## src/rtl/sd_init_pkg.sv

```systemverilog
package sd_init_pkg;

    typedef enum logic [2:0] {
        ST_IDLE,
        ST_FILL_REQ,
        ST_FILL_WAIT,
        ST_CMD_REQ,
        ST_CMD_WAIT,
        ST_EVAL,
        ST_PAUSE
    } seq_state_t;

    typedef enum logic [2:0] {
        STEP_RESET,
        STEP_IFCOND,
        STEP_OCR_PRE,
        STEP_OPCOND,
        STEP_OCR_POST,
        STEP_BLKLEN
    } seq_step_t;

    typedef enum logic [2:0] {
        CT_NONE    = 3'd0,
        CT_V1      = 3'd1,
        CT_V2_STD  = 3'd2,
        CT_V2_HIGH = 3'd3,
        CT_UNKNOWN = 3'd4
    } card_kind_t;

    typedef enum logic [1:0] {
        EC_NODEV    = 2'd0,
        EC_UNUSABLE = 2'd1,
        EC_TIMEOUT  = 2'd2,
        EC_CMDFAIL  = 2'd3
    } fail_code_t;

    typedef struct packed {
        logic [5:0]  index;
        logic [31:0] arg;
        logic        app;
    } cmd_desc_t;

    localparam logic [31:0] IFCOND_ARG   = 32'h0000_01AA;
    localparam logic [31:0] HOST_CAP_ARG = 32'h4000_0000;
    localparam logic [7:0]  R1_IDLE      = 8'h01;
    localparam logic [7:0]  R1_READY     = 8'h00;
    localparam int          R1_ILLEGAL   = 2;
    localparam int          R1_BUSY      = 0;

    function automatic logic echo_matches(input logic [11:0] low_bits);
        return low_bits == IFCOND_ARG[11:0];
    endfunction

    function automatic logic [31:0] opcond_arg(input logic newer_card);
        return newer_card ? HOST_CAP_ARG : 32'h0;
    endfunction

endpackage

```

## src/rtl/sdi_counter.sv

```systemverilog
module sdi_counter #(
    parameter int W = 4
) (
    input  logic         clk,
    input  logic         rst,
    input  logic         clr,
    input  logic         inc,
    output logic [W-1:0] count
);
    always_ff @(posedge clk) begin
        if (rst || clr) begin
            count <= '0;
        end else if (inc) begin
            count <= count + 1'b1;
        end
    end
endmodule

```

## src/rtl/sdi_cmd_table.sv

```systemverilog
module sdi_cmd_table
    import sd_init_pkg::*;
#(
    parameter int BLOCK_LEN = 512
) (
    input  seq_step_t step,
    input  logic      newer_card,
    output cmd_desc_t desc
);
    always_comb begin
        desc = '{index: 6'd0, arg: 32'h0, app: 1'b0};
        unique case (step)
            STEP_RESET:    desc = '{index: 6'd0,  arg: 32'h0,              app: 1'b0};
            STEP_IFCOND:   desc = '{index: 6'd8,  arg: IFCOND_ARG,         app: 1'b0};
            STEP_OCR_PRE,
            STEP_OCR_POST: desc = '{index: 6'd58, arg: 32'h0,              app: 1'b0};
            STEP_OPCOND:   desc = '{index: 6'd41, arg: opcond_arg(newer_card), app: 1'b1};
            STEP_BLKLEN:   desc = '{index: 6'd16, arg: 32'(BLOCK_LEN),     app: 1'b0};
            default:       desc = '{index: 6'd0,  arg: 32'h0,              app: 1'b0};
        endcase
    end
endmodule

```

## src/rtl/sd_init_seq.sv

```systemverilog
module sd_init_seq
    import sd_init_pkg::*;
#(
    parameter int FILL_BYTES   = 10,
    parameter int RESET_TRIES  = 5,
    parameter int PAUSE_CYCLES = 1000,
    parameter int POLL_MAX     = 1000,
    parameter int BLOCK_LEN    = 512
) (
    input  logic        clk,
    input  logic        rst,
    input  logic        start,
    output logic        cs_n,
    output logic        slow_clk_en,
    output logic        fill_start,
    input  logic        fill_done,
    output logic        cmd_start,
    output logic [5:0]  cmd_index,
    output logic [31:0] cmd_arg,
    output logic        cmd_app,
    input  logic        cmd_done,
    input  logic [7:0]  cmd_r1,
    input  logic [31:0] cmd_resp,
    output logic        init_done,
    output logic        init_err,
    output logic [1:0]  err_code,
    output logic [2:0]  card_type,
    output logic        block_addr
);
    localparam int FILL_W  = $clog2(FILL_BYTES + 1);
    localparam int TRY_W   = $clog2(RESET_TRIES + 1);
    localparam int PAUSE_W = $clog2(PAUSE_CYCLES + 1);
    localparam int POLL_W  = $clog2(POLL_MAX + 1);

    seq_state_t state;
    seq_step_t  step;
    logic [7:0] r1_q;
    logic       echo_ok_q, v33_q, ccs_q;
    logic       newer_q;
    card_kind_t kind_q;
    fail_code_t code_q;
    logic       done_q, err_q, slow_q, blk_q;

    logic [FILL_W-1:0]  fill_cnt;
    logic [TRY_W-1:0]   try_cnt;
    logic [PAUSE_W-1:0] pause_cnt;
    logic [POLL_W-1:0]  poll_cnt;

    logic start_ok;
    logic in_eval;
    logic reset_miss, poll_busy;
    cmd_desc_t desc;

    logic unused_resp_bits;
    assign unused_resp_bits = ^{cmd_resp[31], cmd_resp[29:21], cmd_resp[19:12]};

    assign start_ok   = start && (state == ST_IDLE);
    assign in_eval    = (state == ST_EVAL);
    assign reset_miss = in_eval && (step == STEP_RESET) && (r1_q != R1_IDLE);
    assign poll_busy  = in_eval && (step == STEP_OPCOND) && r1_q[R1_BUSY];

    // filler bytes acknowledged in this run
    sdi_counter #(.W(FILL_W)) u_fill_cnt (
        .clk(clk), .rst(rst), .clr(start_ok),
        .inc((state == ST_FILL_WAIT) && fill_done), .count(fill_cnt)
    );

    // failed reset attempts
    sdi_counter #(.W(TRY_W)) u_try_cnt (
        .clk(clk), .rst(rst), .clr(start_ok),
        .inc(reset_miss), .count(try_cnt)
    );

    // gap between reset attempts
    sdi_counter #(.W(PAUSE_W)) u_pause_cnt (
        .clk(clk), .rst(rst), .clr(state != ST_PAUSE),
        .inc(state == ST_PAUSE), .count(pause_cnt)
    );

    // busy replies to the operating-condition command
    sdi_counter #(.W(POLL_W)) u_poll_cnt (
        .clk(clk), .rst(rst), .clr(start_ok),
        .inc(poll_busy), .count(poll_cnt)
    );

    sdi_cmd_table #(.BLOCK_LEN(BLOCK_LEN)) u_table (
        .step(step), .newer_card(newer_q), .desc(desc)
    );

    always_ff @(posedge clk) begin
        if (rst) begin
            state     <= ST_IDLE;
            step      <= STEP_RESET;
            r1_q      <= '0;
            echo_ok_q <= 1'b0;
            v33_q     <= 1'b0;
            ccs_q     <= 1'b0;
            newer_q   <= 1'b0;
            kind_q    <= CT_NONE;
            code_q    <= EC_NODEV;
            done_q    <= 1'b0;
            err_q     <= 1'b0;
            slow_q    <= 1'b1;
            blk_q     <= 1'b0;
        end else begin
            unique case (state)
                ST_IDLE: begin
                    if (start) begin
                        done_q  <= 1'b0;
                        err_q   <= 1'b0;
                        code_q  <= EC_NODEV;
                        kind_q  <= CT_NONE;
                        blk_q   <= 1'b0;
                        slow_q  <= 1'b1;
                        newer_q <= 1'b0;
                        step    <= STEP_RESET;
                        state   <= ST_FILL_REQ;
                    end
                end
                ST_FILL_REQ: state <= ST_FILL_WAIT;
                ST_FILL_WAIT: begin
                    if (fill_done) begin
                        if (fill_cnt == FILL_W'(FILL_BYTES - 1)) begin
                            state <= ST_CMD_REQ;
                        end else begin
                            state <= ST_FILL_REQ;
                        end
                    end
                end
                ST_CMD_REQ: state <= ST_CMD_WAIT;
                ST_CMD_WAIT: begin
                    if (cmd_done) begin
                        r1_q      <= cmd_r1;
                        echo_ok_q <= echo_matches(cmd_resp[11:0]);
                        v33_q     <= cmd_resp[20];
                        ccs_q     <= cmd_resp[30];
                        state     <= ST_EVAL;
                    end
                end
                ST_PAUSE: begin
                    if (pause_cnt == PAUSE_W'(PAUSE_CYCLES - 1)) begin
                        state <= ST_CMD_REQ;
                    end
                end
                ST_EVAL: begin
                    unique case (step)
                        STEP_RESET: begin
                            if (r1_q == R1_IDLE) begin
                                step  <= STEP_IFCOND;
                                state <= ST_CMD_REQ;
                            end else if (try_cnt == TRY_W'(RESET_TRIES - 1)) begin
                                err_q  <= 1'b1;
                                code_q <= EC_NODEV;
                                kind_q <= CT_NONE;
                                state  <= ST_IDLE;
                            end else begin
                                state <= ST_PAUSE;
                            end
                        end
                        STEP_IFCOND: begin
                            if (r1_q[R1_ILLEGAL]) begin
                                newer_q <= 1'b0;
                                step    <= STEP_OCR_PRE;
                                state   <= ST_CMD_REQ;
                            end else if (echo_ok_q) begin
                                newer_q <= 1'b1;
                                step    <= STEP_OCR_PRE;
                                state   <= ST_CMD_REQ;
                            end else begin
                                err_q  <= 1'b1;
                                code_q <= EC_UNUSABLE;
                                kind_q <= CT_UNKNOWN;
                                state  <= ST_IDLE;
                            end
                        end
                        STEP_OCR_PRE: begin
                            if (v33_q) begin
                                step  <= STEP_OPCOND;
                                state <= ST_CMD_REQ;
                            end else begin
                                err_q  <= 1'b1;
                                code_q <= EC_UNUSABLE;
                                kind_q <= CT_UNKNOWN;
                                state  <= ST_IDLE;
                            end
                        end
                        STEP_OPCOND: begin
                            if (r1_q == R1_READY) begin
                                if (newer_q) begin
                                    step <= STEP_OCR_POST;
                                end else begin
                                    kind_q <= CT_V1;
                                    step   <= STEP_BLKLEN;
                                end
                                state <= ST_CMD_REQ;
                            end else if (r1_q[R1_BUSY]) begin
                                if (poll_cnt == POLL_W'(POLL_MAX - 1)) begin
                                    err_q  <= 1'b1;
                                    code_q <= EC_TIMEOUT;
                                    kind_q <= CT_UNKNOWN;
                                    state  <= ST_IDLE;
                                end else begin
                                    state <= ST_CMD_REQ;
                                end
                            end else begin
                                err_q  <= 1'b1;
                                code_q <= EC_CMDFAIL;
                                kind_q <= CT_UNKNOWN;
                                state  <= ST_IDLE;
                            end
                        end
                        STEP_OCR_POST: begin
                            kind_q <= ccs_q ? CT_V2_HIGH : CT_V2_STD;
                            blk_q  <= ccs_q;
                            step   <= STEP_BLKLEN;
                            state  <= ST_CMD_REQ;
                        end
                        STEP_BLKLEN: begin
                            if (r1_q == R1_READY) begin
                                done_q <= 1'b1;
                                slow_q <= 1'b0;
                            end else begin
                                err_q  <= 1'b1;
                                code_q <= EC_CMDFAIL;
                            end
                            state <= ST_IDLE;
                        end
                        default: state <= ST_IDLE;
                    endcase
                end
                default: state <= ST_IDLE;
            endcase
        end
    end

    assign cs_n        = !((state == ST_CMD_REQ) || (state == ST_CMD_WAIT) ||
                           (state == ST_EVAL)    || (state == ST_PAUSE));
    assign fill_start  = (state == ST_FILL_REQ);
    assign cmd_start   = (state == ST_CMD_REQ);
    assign cmd_index   = desc.index;
    assign cmd_arg     = desc.arg;
    assign cmd_app     = desc.app;
    assign slow_clk_en = slow_q;
    assign init_done   = done_q;
    assign init_err    = err_q;
    assign err_code    = code_q;
    assign card_type   = kind_q;
    assign block_addr  = blk_q;

endmodule

```

## config.mk

```make
export PLATFORM = sky130hd
export DESIGN_NAME = sd_init_seq
export DESIGN_NICKNAME = d
export VERILOG_FILES = /design/src/rtl/sd_init_pkg.sv /design/src/rtl/sdi_counter.sv /design/src/rtl/sdi_cmd_table.sv /design/src/rtl/sd_init_seq.sv
export SDC_FILE = /design/constraint.sdc
export NUM_CORES = 1
export LEC_CHECK = 0
export ABC_CLOCK_PERIOD_IN_PS = 2300
export CORE_AREA = 2 2 80 89
export DETAILED_ROUTE_END_ITERATION = 6
export DIE_AREA = 0 0 82 91
export PLACE_DENSITY = 0.78
export SLEW_MARGIN = 10
export SYNTH_ARGS = -nofsm -noshare
export SYNTH_HDL_FRONTEND = slang
export SYNTH_SLANG_ARGS = --single-unit
```

## constraint.sdc

```tcl
create_clock -name clk -period 2.3 [get_ports clk]
set_input_delay 0.46 -clock clk [delete_from_list [all_inputs] [get_ports clk]]
set_output_delay 0.46 -clock clk [all_outputs]
set_load 0.01 [all_outputs]
```

== Yosys cells after proc, flatten, opt, wreduce, memory -nomap -nowiden ==
Index checks and enable logic that the tools add are counted.

* Muxes and demuxes: 75
* Reductions and logical operators: 25
* Add/sub/neg operators: 4
* Equality and inequality tests: 44
* Shift-type cells: 0
* Order comparisons: 0
* Divide/modulo/power cells: 0
* $mul: 0
* Bitwise operators: 0

{| class="wikitable"
|+ Operator list
! operator !! number
|-
| $pmux 39 s4 || 1
|-
| $mux 3 || 23
|-
| $pmux 3 s5 || 3
|-
| $mux 31 || 1
|-
| $mux 2 || 15
|-
| $ne 3x3->1 const B || 9
|-
| $mux 1 || 21
|-
| $pmux 3 s7 || 1
|-
| $add 10x1->10 const B || 2
|-
| $eq 10x10->1 const B || 2
|-
| $eq 3x3->1 const B || 6
|-
| $eq 12x9->1 const B || 1
|-
| $eq 3x2->1 const B || 4
|-
| $ne 6x1->1 const B || 2
|-
| $pmux 3 s2 || 2
|-
| $reduce_and 4->1 || 3
|-
| $reduce_and 11->1 || 1
|-
| $pmux 1 s2 || 5
|-
| $pmux 2 s5 || 1
|-
| $reduce_and 10->1 || 1
|-
| $ne 3x2->1 const B || 3
|-
| $eq 8x1->1 const B || 1
|-
| $logic_not 8->1 || 1
|-
| $ne 2x1->1 const B || 4
|-
| 20 further kinds || 35
|}

* Logic and storage cells: 165
* Bits in writable memories: 0
* Bits in registers: 54
* Output and inout bits: 51
* Input port bits: 45
* Memories: 0
* Latch bits: 0
* ROM bits: 0

== Depth between registers and ports, before layout ==
Gate-level depths: netlist of the first run.

* Word-level depth: 6
* Gate-level depth with buffers: 9
* Gate-level depth less buffers: 8

== Cells and area by module ==
From an unflattened synthesis of the first run, not the netlist that was laid out.

* Cell total of the unflattened synthesis: 392
* Area, all modules: 3316.9 um^2

{| class="wikitable"
|+ Modules (own cells, without submodules)
! module !! instances !! area an instance (um^2) !! sequential area each (um^2) !! cells each
|-
| sd_init_seq || 1 || 1815.5 || 540.5 || 224
|-
| sdi_counter (u_pause_cnt ...) || 2 || 444.2 || 200.2 || 48
|-
| sdi_cmd_table || 1 || 304.0 || 0.0 || 44
|-
| sdi_counter (u_fill_cnt) || 1 || 177.7 || 80.1 || 17
|-
| sdi_counter (u_try_cnt) || 1 || 131.4 || 60.1 || 11
|}

== Worst setup path before layout of the first run ==
OpenSTA, ideal clock, no wires.

* Path type: register to register
* Start: register step[0]
* End: register code_q[0] (netlist: err_code[0])
* Clock period less this slack: 2.062 ns
* Path slack: 0.238 ns
* Path buffers: 0
* Data arrival time: 1.939 ns
* Cell stages (with the launch flop): 7
* Required time: 2.177 ns
* Library setup time: 0.123 ns
* Cell sequence: dfxtp_1 -> nor3b_1 -> and3_1 -> a211oi_4 -> o21ai_2 -> nor2_1 -> mux2_1

* Cells in the longest elaborated chain, start to end: 3
* Elaborated cells on any way between the ends: 17
* Those cells by class: eq/ne: 13; mux: 2; reduce/logical: 2

{| class="wikitable"
|+ RTL lines
! element !! RTL line !! source
|-
| start: declaration || sd_init_seq.sv:36 || <nowiki>seq_step_t step;</nowiki>
|-
| start signal: assignment || sd_init_seq.sv:93 || <nowiki>step <= STEP_RESET;</nowiki>
|-
| start signal: assignment || sd_init_seq.sv:116 || <nowiki>step <= STEP_RESET;</nowiki>
|-
| start signal: assignment || sd_init_seq.sv:149 || <nowiki>step <= STEP_IFCOND;</nowiki>
|-
| $eq 3x2->1 (tied with other cells) || sd_init_seq.sv:146 || <nowiki>unique case (step)</nowiki>
|-
| $ne 6x1->1 (no line) (tied with other cells) || - ||
|-
| $reduce_and 11->1 (no line) or $pmux 2 s2 (tied branches) || - ||
|-
| end signal: assignment || sd_init_seq.sv:153 || <nowiki>code_q <= EC_NODEV;</nowiki>
|-
| end signal: assignment || sd_init_seq.sv:171 || <nowiki>code_q <= EC_UNUSABLE;</nowiki>
|-
| end signal: assignment || sd_init_seq.sv:182 || <nowiki>code_q <= EC_UNUSABLE;</nowiki>
|-
| end: declaration || sd_init_seq.sv:41 || <nowiki>fail_code_t code_q;</nowiki>
|}

Several ways; a longest one is shown, not always the timed one.
A chain may end at the register's enable or synchronous reset.

== Final worst setup path of the first run ==
* Start: register step[0]
* End: output port cmd_index[4]

* Cells in the longest elaborated chain, start to end: 3
* Elaborated cells on any way between the ends: 7
* Those cells by class: eq/ne: 5; mux: 1; reduce/logical: 1

{| class="wikitable"
|+ RTL lines
! element !! RTL line !! source
|-
| $eq 3x2->1 or $eq 3x3->1 (tied branches) || sdi_cmd_table.sv:12 || <nowiki>unique case (step)</nowiki>
|-
| $reduce_or 2->1 || sdi_cmd_table.sv:12 ||
|-
| $pmux 39 s4 (*) || sdi_cmd_table.sv:12 ||
|-
| end: declaration || sd_init_seq.sv:18 || <nowiki>output logic [5:0] cmd_index,</nowiki>
|}

Every way passes the cells marked *; elsewhere a longest branch is shown, timed or not.

==> results of run 1 <==
[Yosys cell counts, drive strengths merged (9+ instances only)]
cell type / n
buf: 35
nor2: 39
dfxtp: 54
inv: 11
nand3: 12
nor3: 11
xor2: 15
nand2: 41
a21oi: 25
clkbuf: 12
o21ai: 9
[through the flow]
step,util [%],setup WS [ns]
2_1_floorplan,-,0.2378
3_3_place_gp,52.96,-0.02922
3_5_place_dp,52.96,-0.1071
4_1_cts,54.61,0.003895
5_1_grt,54.95,-0.02854
6_report,54.95,0.04922
[timing repair]
action	in CTS	in global routing
hold buffers	0	0
cloned	0	0
gates resized for setup	5	8
setup endpoints to repair	8	12
setup buffers	0	0
[sequential cells by signal, indices dropped and copies added, names as in the netlist, 2 cells and up]
name               cells
err_code               2
r1_q                   8
state                  3
u_poll_cnt.count      10
u_try_cnt.count        3
card_type              3
u_pause_cnt.count     10
u_fill_cnt.count       4
step                   3
[cells by family (layout without fill, tap and decap cells)]
logic type / Yosys count / in the layout / synth area share (%)
simple gates: 163 / 163 / 28.68
compound gates: 58 / 58 / 12.69
buf+inv: 58 / 83 / 11.67
flops: 54 / 54 / 36.66
xor+xnor: 21 / 21 / 6.237
fa+ha+maj: 6 / 6 / 2.546
mux: 4 / 4 / 1.400
other cells: 1 / 26 / 0.1272
[worst paths after layout]
path,slack [ns],start,cells after the start,end
min reg2reg,0.46,r1_q[6]$_SDFFE_PP0P_,2,r1_q[6]$_SDFFE_PP0P_
max reg2reg,0.23,step[2]$_SDFFE_PP0P_,8,err_code[1]$_SDFFE_PP0P_
max,0.05,step[0]$_SDFFE_PP0P_,4,cmd_index[4]
min,0.46,r1_q[6]$_SDFFE_PP0P_,2,r1_q[6]$_SDFFE_PP0P_
[where the power goes]
group	switching, W	internal, W	leakage (nW)
Sequential	0.0000101	0.000939	0.437
Combinational	0.0000900	0.0000867	0.928
Clock	0.000315	0.000248	0.0478
[final cells by class]
class	instances	area share, %
Multi-Input combinational cell	278	45.49
Clock inverter	2	0.4542
Tap cell	82	2.865
Sequential cell	54	30.43
Timing Repair Buffer	64	17.23
Clock buffer	6	2.306
Inverter	11	1.223
[routing by layer]
metal / vias up / global-route usage (%) / wire length (µm)
met3: 10 / 3.976 / 295
met5: - / 0 / 0
met1: 1210 / 23.26 / 2812
met2: 69 / 31.37 / 3297
li1: 1298 / - / -
met4: 0 / 6.528 / 102
[worst reg2reg max path: cells and delay by family, from the launching register on]
family | cells | cell delay, ns
simple gates | 3 | 0.63
compound gates | 3 | 0.56
buf+inv | 2 | 0.43
flops | 1 | 0.38
==> results.cfg, run 1 <==
[global_routing]
grt.total_usage_pct = 18.71
grt.overflow.total = 0
grt_max_degree = 23
grt_pass1_wl_mm = 11.14
grt_pass1_vias = 2483
antenna_found_initial = 0

[sta]
fin_hold_ws_ns = 0.4636
rsz0062_at_grt = true
setup_viol = 0
fin_crit_sh_pct = 97.86
max_freq_mhz = 444.3
period_minus_slack_ns = 2.251
hold_viol = 0
fin_tns_setup_ns = 0
worst_clock_skew_ns = 0.007595
maxSlewViolCount = 0

[yosys]
yosysTopAreaCell = dfxtp_1
synthFlopType = dfxtp_1
async_flop_share_pct = 0
synthDistinctLibCells = 54
syn_area_um2 = 2949
yosys_register_bits = 54
syn_inst = 365
yosysSeqAreaShare_pct = 36.66
synth_area_per_cell_um2 = 8.080
yosysWarnings = 0
yosys-top-cells-area = dfxtp_1 (37%), buf_4 (7.9%), nand2_1 (5.1%), nor2_1 (5.0%), xor2_1 (4.5%)
synth_edf_count = 0
yosysTopAreaCellShare_pct = 36.66

[placement]
placed_cell_area_um2 = 3451
gp_congestion = 0.8883
detailed_place_hpwl_mm = 4.936
post-place-cells = 489
io_buffers = 51

[worst_hold_path]
hold_path.class = flop to flop

[die]
start_util_pct = 45.26
dieHeight_um = 91
die_area_um2 = 7462
rows = 31
core_area_um2 = 6516
die-width_um = 82
io_pins = 96

[cells_and_area]
diodes = 0
mostFrequentLayoutCell = dfxtp_1
drive_above_1_share_pct = 8.434
syn2layout_area_growth_pct = 21.43
multiInputGateArea_um2 = 1629
fill_cells = 598
regArea_um2 = 1090
final_cell_mix = dfxtp_1 (51), clkdlybuf4s50_1 (46), nand2_1 (40)
design_area_um2 = 3581
nets = 465
fin_cells = 497

[power]
leakage_nw = 1.413
power_w = 0.001689
p_per_area_nw_per_um2 = 471.6
peakVddDrop_uv = 358.7

[clocking]
cts-root-buf = clkbuf_8
cts_buffers = 5
clk_path_buf_depth = 2
cts.sink_count = 54
cts_tree = yes
htreeDepth = 2
worstSkewPairLatency_ns = 0.31
clk_pin_slew_ns = 0.10

[routing]
ant_nets = 0
routedWlPerCell_um = 13.09
drt_wl_total_mm = 6.508
num_vias = 2587
drc = 0
first_pass_iters = 4
drtIter0Drc = 250
via_per_inst = 5.205

[job]
max_cap_viol_count = 0

[outcome]
outcome = finished, final reports clean

[critical_path]
crit_buf_inv = 1
cpPeakStageDelay_ns = 0.54
critPathKind = flop to output port
crit_top_cell = nand2_1
critPathSlowestCell = clkdlybuf4s50_1
crit_arrival_ns = 1.79
path_cells = nor2b_1 -> nand2_1 -> nand2_1 -> clkdlybuf4s50_1
start_kind = flop
cp_top_family = simple AND/OR/NAND/NOR gates
worstPathMaxFanout = 7
critPathCaptureType = output port
required_ns = 1.84
(Power assumes the default switching activity.)
==> run 2: changes to the inputs <==
--- a/config.mk
+++ b/config.mk
@@ -10,6 +10,7 @@
 export DETAILED_ROUTE_END_ITERATION = 6
 export DIE_AREA = 0 0 82 91
 export PLACE_DENSITY = 0.78
+export SETUP_SLACK_MARGIN = 0.3
 export SLEW_MARGIN = 10
 export SYNTH_ARGS = -nofsm -noshare
 export SYNTH_HDL_FRONTEND = slang
==> results.cfg, run 2 (synthesis results as in run 1) <==
[global_routing]
grt.overflow.total = 0
grt_pass1_wl_mm = 10.80
antenna_found_initial = 0
grt_pass1_vias = 2345
grt.total_usage_pct = 18.25
grt_max_degree = 23

[critical_path]
cpPeakStageDelay_ns = 0.40
crit_buf_inv = 3
critPathSlowestCell = dfxtp_2
reg2regPathDepth = 8
required_ns = 1.84
r2r_setup_slack_ns = 0.36
worstPathMaxFanout = 6
crit_top_cell = buf_4
start_kind = flop
r2r_start = step[1]$_SDFFE_PP0P_
cp_top_family = buffers and inverters
crit_arrival_ns = 1.50
critPathKind = flop to output port
path_cells = buf_4 -> nor3b_4 -> buf_4 -> or3_1 -> buf_2
r2r_end = card_type[2]$_SDFFE_PP0P_
critPathCaptureType = output port

[cells_and_area]
reg.largest.list = u_pause_cnt.count (10), u_poll_cnt.count (10), r1_q (8)
mostFrequentLayoutCell = dfxtp_1
fin_cells = 506
final_cell_mix = dfxtp_1 (50), nand2_1 (40), nor2_1 (36)
diodes = 0
drive_above_1_share_pct = 14.15
nets = 475
fin_util_pct = 56.74
syn2layout_area_growth_pct = 25.37

[sta]
rsz0062_at_grt = true
max_freq_mhz = 510.2
hold_viol = 0
setup_viol = 0
maxSlewViolCount = 0
period_minus_slack_ns = 1.960
setup_slack_ns = 0.3399
fin_hold_ws_ns = 0.4594
fin_crit_sh_pct = 85.22
worst_clock_skew_ns = 0.008259

[power]
leakage_nw = 1.471
p_switching_w = 0.0004017
seq_power_share_pct = 57.6
power.internal_w = 0.001247
power_w = 0.001649
p_per_area_nw_per_um2 = 445.9
peakVddDrop_uv = 378.9
p_sw_share_pct = 24.37
combPwrFrac_pct = 11.6
p_clk_share_pct = 30.8

[routing]
routedWlPerCell_um = 13.37
drt_wl_total_mm = 6.765
first_pass_iters = 4
via_per_inst = 5.194
ant_nets = 0
num_vias = 2628
drtIter0Drc = 217
drc = 0

[clocking]
worstSkewPairLatency_ns = 0.31
cts.sink_count = 54
clk_path_buf_depth = 2
cts_tree = yes
htreeDepth = 2
cts_hold_buf = 0
cts_buffers = 5
cts-root-buf = clkbuf_8
clk_pin_slew_ns = 0.09

[placement]
post-place-cells = 492
gp_congestion = 0.9327
detailed_place_hpwl_mm = 4.931
io_buffers = 51
place_ws_ns = -0.07086

[die]
core_area_um2 = 6516
start_util_pct = 45.26
die-width_um = 82
io_pins = 96
dieHeight_um = 91
rows = 31
die_area_um2 = 7462

[worst_hold_path]
hold_path.class = flop to flop
hold_start = slow_clk_en$_SDFFE_PP1P_
hold_depth = 2
worst_hold_path.endpoint = slow_clk_en$_SDFFE_PP1P_

[job]
max_cap_viol_count = 0

[outcome]
outcome = finished, final reports clean
[run 2: changes by cell type in the layout (fill, tap and decap cells not counted), moves of 2 or more]
cell,previous run,this run
dlygate4sd2_1,1,14
clkdlybuf4s50_1,46,34
buf_4,13,22
dlymetal6s2s_1,4,1
nor2_1,39,36
nor2_2,0,3
or3_1,7,4
or3_4,0,3
clkbuf_1,0,2
[run 2: worst max-delay path by stage]
stage	startpoint	end	slack, ns	cells past startpoint
3_3_place_gp	start	err_code[1]$_SDFFE_PP0P_	-0.03	8
6_report	step[2]$_SDFFE_PP0P_	cmd_index[3]	0.34	5
5_1_grt	step[2]$_SDFFE_PP0P_	cmd_index[3]	0.28	5
4_1_cts	step[1]$_SDFFE_PP0P_	cmd_index[3]	0.13	5
3_5_place_dp	start	err_code[1]$_SDFFE_PP0P_	-0.07	8
2_1_floorplan	start	err_code[1]$_SDFFE_PP0P_	0.48	6
[run 2: layer usage]
metal  part of all wire, %  GRT usage (%)
met1                    43          23.16
met3                   5.1          3.082
met4                   1.8          5.694
met2                    50          30.96
met5                     0              0
[run 2: power groups by stage]
stage	Clock (W)	Combinational, W	Sequential [W]
after floorplan	0	0.000128	0.000967
after global placement	0	0.000176	0.000971
after detailed placement	0	0.000178	0.000971
after CTS	0.000518	0.000178	0.000949
after global routing	0.000547	0.000211	0.000951
final	0.000508	0.000191	0.000949
[run 2: stage by stage]
stage | setup TNS (ns) | instance area (µm²)
after detailed placement | -0.1219 | 3478
after global placement | -0.05901 | 3478
after CTS | 0 | 3602
final | 0 | 3697
after global routing | 0 | 3697
after floorplan | 0 | 3048
[run 2: what timing repair did]
action | 4_1_cts | 5_1_grt
resized for setup | 29 | 21
buffers inserted | 3 | 4
setup endpoints to repair | 18 | 11
pin swaps | 1 | 5
[run 2: worst reg2reg max path, cell delays in order (launching register included)]
cell and delay, ns:
dfxtp_4 0.38, buf_4 0.15, buf_4 0.17, nor2_2 0.14
nor2b_1 0.08, a221o_1 0.26, or3_4 0.35, a21boi_2 0.17
mux2i_1 0.19
[run 2: cell type report]
cell class                 count  area [µm²]
fill                         589        2819
tap                           82       102.6
clock buffer                   7       76.32
multi-input combinational    278        1722
timing repair buffer          74       661.9
inverter                      11       43.79
sequential                    54        1091
